File: config.mk
export PLATFORM = sky130hd
export DESIGN_NAME = prof_hdr_check
export DESIGN_NICKNAME = d
export VERILOG_FILES = /design/src/rtl/prof_hdr_pkg.sv /design/src/rtl/prof_hdr_eval.sv /design/src/rtl/prof_hdr_seq.sv /design/src/rtl/prof_hdr_check.sv
export SDC_FILE = /design/constraint.sdc
export NUM_CORES = 1
export LEC_CHECK = 0
export BUFFER_PORTS_ARGS = -buffer_cell sky130_fd_sc_hd__buf_2
export CORE_MARGIN = 3
export CORE_UTILIZATION = 35
export CTS_CLUSTER_DIAMETER = 80
export DETAILED_ROUTE_END_ITERATION = 16
export SETUP_SLACK_MARGIN = 0.05
export SLEW_MARGIN = 20
export SYNTH_ARGS = -nofsm -noshare
export SYNTH_HDL_FRONTEND = slang
export SYNTH_SLANG_ARGS = --single-unit
File: constraint.sdc
create_clock -name clk -period 4.85 [get_ports clk]
set_clock_uncertainty 0.05 [all_clocks]
set_input_delay 0.2425 -clock clk [delete_from_list [all_inputs] [get_ports clk]]
set_output_delay 0.2425 -clock clk [all_outputs]
set_load 0.05 [all_outputs]
File: src/rtl/prof_hdr_pkg.sv
package prof_hdr_pkg;
  localparam int HDR_BYTES = 8;
  localparam int IDX_W     = $clog2(HDR_BYTES);

  typedef enum logic [2:0] {
    ERR_NONE = 3'd0,
    ERR_ID   = 3'd1,
    ERR_NOP1 = 3'd2,
    ERR_REV  = 3'd3,
    ERR_TB   = 3'd4
  } herr_e;

  // position of each byte within the header walk
  localparam logic [IDX_W-1:0] I_ID0 = 3'd0;
  localparam logic [IDX_W-1:0] I_ID1 = 3'd1;
  localparam logic [IDX_W-1:0] I_ORG = 3'd2;
  localparam logic [IDX_W-1:0] I_REV = 3'd3;
  localparam logic [IDX_W-1:0] I_N1  = 3'd4;
  localparam logic [IDX_W-1:0] I_D1  = 3'd5;
  localparam logic [IDX_W-1:0] I_N2  = 3'd6;
  localparam logic [IDX_W-1:0] I_D2  = 3'd7;
endpackage

File: src/rtl/prof_hdr_eval.sv
module prof_hdr_eval
  import prof_hdr_pkg::*;
#(
  parameter logic [7:0] ID_HI = 8'h0C,
  parameter logic [7:0] ID_LO = 8'h4A,
  parameter logic [3:0] MAJOR = 4'd1
) (
  input  logic [IDX_W-1:0] idx,
  input  logic [7:0]       data,
  input  logic [3:0]       minor,
  output herr_e            err,
  output logic             last
);
  always_comb begin
    err  = ERR_NONE;
    last = 1'b0;
    case (idx)
      I_ID0: if (data != ID_HI) err = ERR_ID;
      I_ID1: if (data != ID_LO) err = ERR_ID;
      I_ORG: if (!data[0]) err = ERR_NOP1;
      I_REV: if (data[7:4] != MAJOR) err = ERR_REV;
      I_N1, I_N2: if (data == 8'd0) err = ERR_TB;
      I_D1: begin
        if (data == 8'd0) err = ERR_TB;
        last = (minor == 4'd0);   // shared timebase: second pair is not read
      end
      I_D2: begin
        if (data == 8'd0) err = ERR_TB;
        last = 1'b1;
      end
      default: ;
    endcase
  end
endmodule

File: src/rtl/prof_hdr_seq.sv
module prof_hdr_seq
  import prof_hdr_pkg::*;
#(
  parameter int AW   = 8,
  parameter int BASE = 176
) (
  input  logic             clk,
  input  logic             rst,
  input  logic             start,
  input  logic             stop,
  output logic             rd_en,
  output logic [AW-1:0]    rd_addr,
  output logic [IDX_W-1:0] idx,
  output logic             launch,
  output logic             check
);
  typedef enum logic [1:0] {S_IDLE, S_WAIT, S_CHK} st_e;
  st_e st;

  assign launch = (st == S_IDLE) && start;
  assign check  = (st == S_CHK);

  always_ff @(posedge clk) begin
    if (rst) begin
      st      <= S_IDLE;
      rd_en   <= 1'b0;
      rd_addr <= '0;
      idx     <= '0;
    end else begin
      case (st)
        S_IDLE: if (start) begin
          rd_en   <= 1'b1;
          rd_addr <= AW'(BASE);
          idx     <= '0;
          st      <= S_WAIT;
        end
        S_WAIT: begin
          rd_en <= 1'b0;
          st    <= S_CHK;
        end
        S_CHK: begin
          if (stop) begin
            st <= S_IDLE;
          end else begin
            rd_en   <= 1'b1;
            rd_addr <= rd_addr + 1'b1;
            idx     <= idx + 1'b1;
            st      <= S_WAIT;
          end
        end
        default: st <= S_IDLE;
      endcase
    end
  end
endmodule

File: src/rtl/prof_hdr_check.sv
module prof_hdr_check
  import prof_hdr_pkg::*;
#(
  parameter int         AW    = 8,
  parameter int         BASE  = 176,
  parameter logic [7:0] ID_HI = 8'h0C,
  parameter logic [7:0] ID_LO = 8'h4A,
  parameter logic [3:0] MAJOR = 4'd1
) (
  input  logic          clk,
  input  logic          rst,
  input  logic          start,
  output logic          rd_en,
  output logic [AW-1:0] rd_addr,
  input  logic [7:0]    rd_data,
  output logic          done,
  output logic          hdr_valid,
  output logic          hdr_error,
  output logic          hdr_warn,
  output logic [2:0]    err_code,
  output logic [1:0]    prof_en,
  output logic [2:0]    p1_mpc,
  output logic [2:0]    p2_mpc,
  output logic [7:0]    p1_tb_num,
  output logic [7:0]    p1_tb_den,
  output logic [7:0]    p2_tb_num,
  output logic [7:0]    p2_tb_den
);
  localparam int NPROF = 2;

  logic [IDX_W-1:0] idx;
  logic             launch, check, last, stop_c, fin;
  herr_e            step_err;

  logic [7:0] org_q;
  logic [3:0] minor_q;
  logic [7:0] tb_q [4];
  logic [7:0] tb_n [4];
  logic       warn_n, ok_n;

  logic  done_q, valid_q, error_q, warn_q;
  herr_e code_q;

  assign stop_c = (step_err != ERR_NONE) || last;
  assign fin    = check && stop_c;
  assign ok_n   = (step_err == ERR_NONE);

  prof_hdr_seq #(.AW(AW), .BASE(BASE)) u_seq (
    .clk(clk), .rst(rst), .start(start), .stop(stop_c),
    .rd_en(rd_en), .rd_addr(rd_addr), .idx(idx),
    .launch(launch), .check(check)
  );

  prof_hdr_eval #(.ID_HI(ID_HI), .ID_LO(ID_LO), .MAJOR(MAJOR)) u_eval (
    .idx(idx), .data(rd_data), .minor(minor_q), .err(step_err), .last(last)
  );

  // timebase bytes occupy walk positions 4..7, so idx[2] marks them
  always_comb begin
    tb_n = tb_q;
    if (check && idx[2]) tb_n[idx[1:0]] = rd_data;
  end

  always_comb begin
    if (idx == I_ORG)     warn_n = |rd_data[7:6];
    else if (idx > I_ORG) warn_n = |org_q[7:6];
    else                  warn_n = 1'b0;
  end

  always_ff @(posedge clk) begin
    if (rst || launch) begin
      org_q   <= '0;
      minor_q <= '0;
      tb_q    <= '{default: 8'd0};
    end else if (check) begin
      if (idx == I_ORG) org_q   <= rd_data;
      if (idx == I_REV) minor_q <= rd_data[3:0];
      tb_q <= tb_n;
    end
  end

  always_ff @(posedge clk) begin
    if (rst) begin
      done_q  <= 1'b0;
      valid_q <= 1'b0;
      error_q <= 1'b0;
      warn_q  <= 1'b0;
      code_q  <= ERR_NONE;
    end else begin
      done_q <= fin;
      if (launch) begin
        valid_q <= 1'b0;
        error_q <= 1'b0;
        warn_q  <= 1'b0;
        code_q  <= ERR_NONE;
      end else if (fin) begin
        valid_q <= ok_n;
        error_q <= !ok_n;
        warn_q  <= warn_n;
        code_q  <= step_err;
      end
    end
  end

  for (genvar p = 0; p < NPROF; p++) begin : g_prof
    localparam bit SECOND = (p != 0);
    logic       own, en_n, en_q;
    logic [2:0] mpc_n, mpc_q;
    logic [7:0] num_n, den_n, num_q, den_q;

    assign own = SECOND && (minor_q != 4'd0);

    always_comb begin
      en_n  = ok_n && org_q[p];
      mpc_n = en_n ? ({1'b0, org_q[2+2*p +: 2]} + 3'd1) : 3'd0;
      num_n = en_n ? (own ? tb_n[2] : tb_n[0]) : 8'd0;
      den_n = en_n ? (own ? tb_n[3] : tb_n[1]) : 8'd0;
    end

    always_ff @(posedge clk) begin
      if (rst || launch) begin
        en_q  <= 1'b0;
        mpc_q <= '0;
        num_q <= '0;
        den_q <= '0;
      end else if (fin) begin
        en_q  <= en_n;
        mpc_q <= mpc_n;
        num_q <= num_n;
        den_q <= den_n;
      end
    end
  end

  assign done      = done_q;
  assign hdr_valid = valid_q;
  assign hdr_error = error_q;
  assign hdr_warn  = warn_q;
  assign err_code  = code_q;
  assign prof_en   = {g_prof[1].en_q, g_prof[0].en_q};
  assign p1_mpc    = g_prof[0].mpc_q;
  assign p2_mpc    = g_prof[1].mpc_q;
  assign p1_tb_num = g_prof[0].num_q;
  assign p1_tb_den = g_prof[0].den_q;
  assign p2_tb_num = g_prof[1].num_q;
  assign p2_tb_den = g_prof[1].den_q;
endmodule

# After elaboration in Yosys (flattened, before gate mapping)
# Cells that the tools add are included.
dict set report word_totals {
  ff_bits 105
  in_bits 11
  output_inout_bits 56
  elab_cells 104
}
dict set report op_classes {
  add_sub_neg 4
  n_lt_le_gt_ge 3
  n_eq_ne 14
  mux 33
  bitwise 1
  reduce_logical 26
}
# cell n
set op_table {}
lappend op_table {{8-bit two-way mux} 9}
lappend op_table {{32-bit bitwise mux} 1}
lappend op_table {{32-bit two-way mux} 1}
lappend op_table {{8-bit demux with 2-bit select} 1}
lappend op_table {{8-bit case mux with 2 select lines} 1}
lappend op_table {{3-bit two-way mux} 5}
lappend op_table {{3-bit case mux with 5 select lines} 1}
lappend op_table {{3-bit equality test (second input constant)} 4}
lappend op_table {{8-bit by 1-bit adder with 8-bit output (second input constant)} 1}
lappend op_table {{8-bit logical NOT} 1}
lappend op_table {{8-bit by 4-bit inequality test with 1-bit output (second input constant)} 1}
lappend op_table {{8-bit by 7-bit inequality test with 1-bit output (second input constant)} 1}
lappend op_table {{1-bit two-way mux} 7}
lappend op_table {{2-bit by 1-bit adder with 3-bit output (second input constant)} 2}
lappend op_table {{3-bit by 2-bit equality test with 1-bit output (second input constant)} 2}
lappend op_table {{1-bit logical AND} 6}
lappend op_table {{3-bit logical NOT} 2}
lappend op_table {{2-bit two-way mux} 3}
lappend op_table {{2-bit case mux with 3 select lines} 1}
lappend op_table {{3-bit case mux with 2 select lines} 1}
lappend op_table {{3-bit AND reduction} 2}
lappend op_table {{3-bit nonzero test} 2}
lappend op_table {{2-bit OR reduction} 3}
lappend op_table {{4-bit logical NOT} 1}
lappend op_table {{19 further kinds} 22}

# Depth between registers and ports, before layout
# Gate-level depths: netlist (run 1).
dict set report logic_depth {
  depth_word 9
  ltp_mapped 11
  depth_no_buf 8
}

# Modules after synthesis
# From an unflattened synthesis (run 1), not the netlist that was laid out.
dict set report unflattened {
  hier_cells 428
  area_unflattened_um2 4216.5
}
# mod n_inst cells_each area_each_um2 seq_area_each_um2
set modules_own_cells {}
lappend modules_own_cells {prof_hdr_check 1 345 3478.3 1821.7}
lappend modules_own_cells {prof_hdr_seq 1 68 628.1 280.3}
lappend modules_own_cells {prof_hdr_eval 1 15 110.1 0.0}

# Worst setup path before layout (run 1)
# OpenSTA, ideal clock, no wires.
dict set report synth_path {
  kind {register -> register}
  startpoint {reg u_seq.idx[2]}
  endpoint {reg g_prof[1].mpc_q[2], in the netlist p2_mpc[2]}
  setup_time_ns 0.117
  t_arrival_ns 2.442
  t_required_ns 4.683
  setup_slack_ns 2.241
  path_stages_with_launch 12
  n_path_buf 4
  period_less_slack_ns 2.609
  cell_sequence {dfxtp_1 -> buf_2 -> inv_1 -> ha_1 -> clkbuf_1 -> or3_1 -> a31oi_4 -> o21ai_4 -> and2_1 -> buf_4 -> buf_6 -> a22o_1}
}
dict set report synth_between {
  elab_chain_len 6
  elab_cells_between_ends 17
  cone_classes {eq/ne: 7; mux: 3; reduce/logical: 7}
}
# element line_no
set synth_rtl {}
lappend synth_rtl {{start, declared} prof_hdr_seq.sv:13} ;# output logic [IDX_W-1:0] idx,
lappend synth_rtl {{start signal, assigned} prof_hdr_seq.sv:47} ;# idx <= idx + 1'b1;
lappend synth_rtl {{3-bit equality test} prof_hdr_eval.sv:17} ;# case (idx)
lappend synth_rtl {{4-bit OR reduction (no line)} n/a}
lappend synth_rtl {{3-bit case mux with 5 select lines} prof_hdr_eval.sv:17}
lappend synth_rtl {{3-bit logical NOT / 3-bit nonzero test (equally long branches)} {prof_hdr_check.sv:46, prof_hdr_check.sv:44}}
lappend synth_rtl {{1-bit logical AND / 1-bit logical OR (equally long branches)} {prof_hdr_check.sv:114, prof_hdr_check.sv:44}}
lappend synth_rtl {{3-bit two-way mux / 1-bit logical AND (equally long branches)} {prof_hdr_check.sv:115, prof_hdr_check.sv:45}}
lappend synth_rtl {{end signal, assigned} prof_hdr_check.sv:128} ;# mpc_q <= mpc_n;
lappend synth_rtl {{end, declared} prof_hdr_check.sv:108} ;# logic [2:0] mpc_n, mpc_q;
# Parallel ways exist; a longest one is shown, timed or not.
# A chain may end at the register's enable or synchronous reset.

# Worst setup path after layout (run 1)
dict set report layout_path {
  startpoint {reg u_seq.idx[2]}
  endpoint {reg g_prof[1].mpc_q[1], in the netlist p2_mpc[1]}
}
# The elaborated chain is that of the path after synthesis.

==> flow_summary.yaml, run 1 <==
finish:
  num-nets-final: 515
  final_area_um2: 5040
  fin_cells: 668
  drive_gt1_frac: 0.200
  final_util: 0.416
  area_delta_synth_final_pct: 15.4
  layout.cells.most_common_list: "dfxtp_1 (105), buf_2 (66), nand2_1 (48)"
  layout_commonest_cell: "dfxtp_1"
  n_antenna_cell: 0
global_routing:
  antenna_found_initial: 0
  grt_usage: 0.153
  grt_max_degree: 55
  grt_pass1_vias: 3364
  overflow: 0
  grt_pass1_wl_um: 17400
logic_synthesis:
  synth_cell_types: 51
  ys_async_sr_fraction: 0
  syn_area_per_cell_um2: 9.69
  ys_ff_latch: 105
  synthFlopType: "dfxtp_1"
  yosysWarnings: 0
  synth_nets: 471
  synth.cell_area_um2: 4370
  syn_inst: 451
  synth_edf_count: 0
  yosysSeqAreaShare: 0.481
timing:
  max-slew-margin-rel: 0.408
  layout_setup_ws_ns: 1.99
  worst_pin_slew_ns: 0.885
  fin_crit_ns: 2.86
  final_hold_viol_count: 0
  period_share: 0.589
  maxSlewViolCount: 0
  max_freq_mhz: 350
  rsz0062_at_grt: "no"
  finalSetupViolCount: 0
  finalSetupTns_ns: 0
hold_path:
  min_path_type: "primary input to flip-flop"
floorplan:
  coreArea_um2: 12100
  die_w_um: 118
  rows: 40
  initial_utilization: 0.361
  fp.dieH_um: 118
  io_pins: 67
  die_area_um2: 13900
power:
  peakVddDrop_v: 0.000149
  powerDensity_nw_per_um2: 335
  p_leak_nw: 2.04
clocking:
  cts_post_setup_buffers_inserted: 0
  h-tree-depth: 3
  cts_root_buffer: "clkbuf_16"
  cts_sinks: 105
  cts_buffer_depth: 2
  cts_resized: 0
  hold_buffers: 0
  clk_pin_slew_ns: 0.07
  cts_tree: "built"
  clk_latency_ns: 0.34
  cts_buffers: 9
route:
  drc_errors: 0
  first_iter_violations: 264
  drt_pass1_iterations: 4
  avgRoutedWirePerCell_um: 16.0
  routed_wl_um: 10700
  ant_nets: 0
  drt-vias-per-instance: 5.20
  dr_total_vias: 3473
worst_setup_path:
  crit_type: "flip-flop to flip-flop"
  cp.arrival_ns: 3.05
  critPathCaptureType: "flip-flop"
  start_kind: "flip-flop"
  cp_max_fo: 40
  critPathRequiredTime_ns: 5.04
placed_design:
  place.detailed.hpwl_um: 7090
  pre_cts_slack_ns: 1.98
  dp.cells: 652
  place_congestion: 0.805
  io_buffers: 66
  placed_cell_area_um2: 4730
status:
  status: "finished clean"
run:
  maxCapViolations: 0
[Yosys cell counts (all sizes together), types with 2 or more instances]
| cell type | count | area share |
|---|---|---|
| o2bb2ai | 34 | 0.068 |
| dfxtp | 105 | 0.48 |
| a21o | 2 | 0.0034 |
| nor2b | 2 | 0.0029 |
| nor4b | 2 | 0.0054 |
| nand2 | 50 | 0.044 |
| and2 | 5 | 0.0072 |
| nand3b | 2 | 0.0034 |
| inv | 5 | 0.0043 |
| and3 | 5 | 0.0072 |
| a21oi | 47 | 0.054 |
| o21ai | 8 | 0.012 |
| nand4 | 4 | 0.0057 |
| nand2b | 3 | 0.0043 |
| clkbuf | 17 | 0.015 |
| xnor2 | 6 | 0.012 |
| nor2 | 40 | 0.034 |
| mux2i | 26 | 0.060 |
| or3 | 2 | 0.0029 |
| nand3 | 13 | 0.018 |
| a22o | 20 | 0.040 |
| nor4 | 4 | 0.011 |
| buf | 18 | 0.029 |
| nor3 | 6 | 0.012 |
| ha | 9 | 0.026 |
[metrics by stage]
stage / power (mW) / hold slack, ns
2_1_floorplan: 0.949 / 0.377
3_3_place_gp: 0.964 / 0.382
3_5_place_dp: 0.965 / 0.394
4_1_cts: 1.70 / 0.158
5_1_grt: 1.74 / 0.168
6_report: 1.69 / 0.163
[cell type report]
| class | count | area, µm² |
|---|---|---|
| Tap cell | 168 | 210 |
| Multi-Input combinational cell | 306 | 2060 |
| Clock buffer | 10 | 239 |
| Clock inverter | 6 | 66.3 |
| Fill cell | 1213 | 7070 |
| Timing Repair Buffer | 68 | 345 |
| Sequential cell | 105 | 2100 |
| Inverter | 5 | 18.8 |
[sequential cells by signal, indices dropped and copies added (netlist names), 2 cells and up]
| signal | count |
|---|---|
| p1_tb_num | 8 |
| org_q | 8 |
| minor_q | 4 |
| p2_tb_den | 8 |
| u_seq.rd_addr | 8 |
| tb_q | 32 |
| p1_mpc | 3 |
| err_code | 3 |
| p2_tb_num | 8 |
| u_seq.idx | 3 |
| u_seq.st | 2 |
| p1_tb_den | 8 |
| p2_mpc | 3 |
| g_prof.en_q | 2 |
[power breakdown]
group	internal [mW]	switching (mW)
sequential	0.866	0.00349
combinational	0.0161	0.0602
clock	0.416	0.325
total	1.30	0.389
[path summary, 6_finish.rpt]
| path | startpoint | endpoint | slack (ns) | depth (start not counted) |
|---|---|---|---|---|
| hold reg to reg | g_prof[0].en_q$_SDFFE_PP0P_ | g_prof[0].en_q$_SDFFE_PP0P_ | 0.41 | 1 |
| hold / removal | rst | u_seq.idx[2]$_SDFFE_PP0P_ | 0.16 | 2 |
| setup reg to reg | u_seq.idx[2]$_SDFFE_PP0P_ | p2_mpc[1]$_SDFFE_PP0P_ | 1.99 | 8 |
| setup / recovery | u_seq.idx[2]$_SDFFE_PP0P_ | p2_mpc[1]$_SDFFE_PP0P_ | 1.99 | 8 |
[layer usage]
layer | routed length, µm | track usage | vias to the layer above
li1 | - | - | 1707
met1 | 4910 | 0.203 | 1660
met2 | 5060 | 0.246 | 90
met3 | 538 | 0.0235 | 16
met4 | 208 | 0.0696 | 0
met5 | 0 | 0 | -
[critical path, cell delays in order (launching register included)]
cell     delay [ns]
dfxtp_1        0.59
inv_1          0.13
ha_1           0.34
or3_1          0.38
a31oi_4        0.37
o21ai_4        0.14
and2_1         0.18
buf_4          0.27
a22o_1         0.28
[cell families (layout without fill, tap and decap cells)]
logic type      Yosys count  count (layout)  synth area share
buf+inv                  40              89            0.0478
xor+xnor                  6               6            0.0120
mux                      27              27            0.0622
compound gates          119             119             0.199
simple gates            145             145             0.172
flops                   105             105             0.481
fa+ha+maj                 9               9            0.0258
Note: power is estimated with default switching activity, not from simulation.
==> inputs of run 2 (changes only) <==
- clock period: 4.85 -> 2.9 ns (I/O delays scaled with it)
==> flow_summary.yaml, run 2 (synthesis gave the netlist of run 1 again) <==
timing:
  worst_pin_slew_ns: 0.670
  layout_setup_ws_ns: 0.304
  finalSetupTns_ns: 0
  rsz0062_at_grt: "no"
  finalSetupViolCount: 0
  final_hold_viol_count: 0
  max-slew-margin-rel: 0.541
  period_share: 0.895
  fin_hold_ws_ns: 0.0643
  max_freq_mhz: 385
  maxSlewViolCount: 0
  fin_crit_ns: 2.60
global_routing:
  grt_usage: 0.153
  overflow: 0
  grt_pass1_vias: 3399
  grt_max_degree: 54
  grt_pass1_wl_um: 17400
  antenna_found_initial: 0
finish:
  largest_reg_flops: 32
  layout.cells.most_common_list: "dfxtp_1 (105), buf_2 (66), nand2_1 (48)"
  final_util: 0.420
  regMostFlops: "tb_q"
  n_antenna_cell: 0
  fin_cells: 677
  area_delta_synth_final_pct: 16.6
  final_area_um2: 5090
  layout_commonest_cell: "dfxtp_1"
  num-nets-final: 524
  drive_gt1_frac: 0.212
power:
  p_leak_nw: 2.06
  peakVddDrop_v: 0.000236
  powerDensity_nw_per_um2: 538
  total_power_mw: 2.74
placed_design:
  place.detailed.hpwl_um: 6940
  dp.cells: 661
  place_congestion: 0.806
  placed_cell_area_um2: 4810
  io_buffers: 66
  pre_cts_slack_ns: 0.347
worst_setup_path:
  crit_path_frequent_cell: "ha_1"
  cp_slowest_cell: "nor3_4"
  timing.rr.start: "u_seq.idx[0]$_SDFFE_PP0P_"
  cp_top_family: "simple AND/OR/NAND/NOR gates"
  critPathRequiredTime_ns: 3.13
  start_kind: "flip-flop"
  path_buf_inv: 0
  r2r_slack_ns: 0.30
  r2r_cells: 8
  rr_endpoint: "u_seq.idx[2]$_SDFFE_PP0P_"
  cp_max_fo: 10
  cp.arrival_ns: 2.83
  cp_slowest_stage_delay_ns: 0.40
  crit_type: "flip-flop to flip-flop"
  path_cells: "ha_1 > ha_1 > and3_1 > a41oi_1 > nand3_4 > nor3_4 > mux2_2 > nor2_1"
  critPathCaptureType: "flip-flop"
clocking:
  cts_resized: 0
  cts_root_buffer: "clkbuf_16"
  h-tree-depth: 3
  cts_tree: "built"
  cts_buffer_depth: 2
  clk_pin_slew_ns: 0.07
  cts_buffers: 9
  cts_post_setup_buffers_inserted: 0
  hold_buffers: 0
  clk_latency_ns: 0.34
  cts_sinks: 105
route:
  avgRoutedWirePerCell_um: 15.4
  first_iter_violations: 203
  dr_total_vias: 3429
  routed_wl_um: 10500
  drt_pass1_iterations: 4
  drt-vias-per-instance: 5.06
  ant_nets: 0
  drc_errors: 0
status:
  status: "finished clean"
hold_path:
  hp-start: "rst"
  holdPathEnd: "u_seq.rd_addr[7]$_SDFFE_PP0P_"
  min_path_type: "primary input to flip-flop"
  hold_depth: 2
run:
  maxCapViolations: 0
floorplan:
  coreArea_um2: 12100
  io_pins: 67
  rows: 40
  die_area_um2: 13900
  fp.dieH_um: 118
  die_w_um: 118
  initial_utilization: 0.361
-- run 2: changes by cell type in the layout (fill, tap and decap cells not counted), sizes merged --
cell / delta
bufinv: -1
buf: +9
inv: +2
clkinvlp: +2
clkinv: -3
-- run 2: routing by layer --
layer	GRT usage	routed length, µm	up-vias
li1	-	-	1723
met1	0.199	5070	1638
met2	0.248	4950	64
met3	0.0457	363	4
met4	0.0454	67	0
met5	0	0	-
-- run 2: worst reg2reg max path: stages (launching register included) --
cell and delay [ns]:
dfxtp_1 0.36, ha_1 0.27, ha_1 0.20, and3_1 0.18
a41oi_1 0.37, nand3_4 0.23, nor3_4 0.40, mux2_2 0.39
nor2_1 0.09
-- run 2: final cells by class --
class | count | area, µm²
clock inverters | 6 | 48.8
repair buffers | 77 | 425
inverters | 5 | 18.8
well taps | 168 | 210
flip-flops and latches | 105 | 2100
clock buffers | 10 | 229
fillers | 1214 | 7020
multi-input cells | 306 | 2060
-- run 2: worst max-delay path by stage --
stage / start / endpoint / depth (start not counted)
3_5_place_dp: u_seq.idx[0]$_SDFFE_PP0P_ / p2_mpc[2]$_SDFFE_PP0P_ / 9
2_1_floorplan: u_seq.idx[2]$_SDFFE_PP0P_ / p2_mpc[2]$_SDFFE_PP0P_ / 11
6_report: u_seq.idx[0]$_SDFFE_PP0P_ / u_seq.idx[2]$_SDFFE_PP0P_ / 8
4_1_cts: u_seq.idx[0]$_SDFFE_PP0P_ / u_seq.idx[2]$_SDFFE_PP0P_ / 8
3_3_place_gp: u_seq.idx[0]$_SDFFE_PP0P_ / u_seq.idx[2]$_SDFFE_PP0P_ / 8
5_1_grt: u_seq.idx[0]$_SDFFE_PP0P_ / u_seq.idx[2]$_SDFFE_PP0P_ / 8
-- run 2: where the power goes --
group	internal [mW]	switching (mW)	leakage [nW]
registers	1.45	0.00614	0.847
clock network	0.594	0.559	0.131
logic	0.0311	0.100	1.09
total	2.07	0.665	2.06
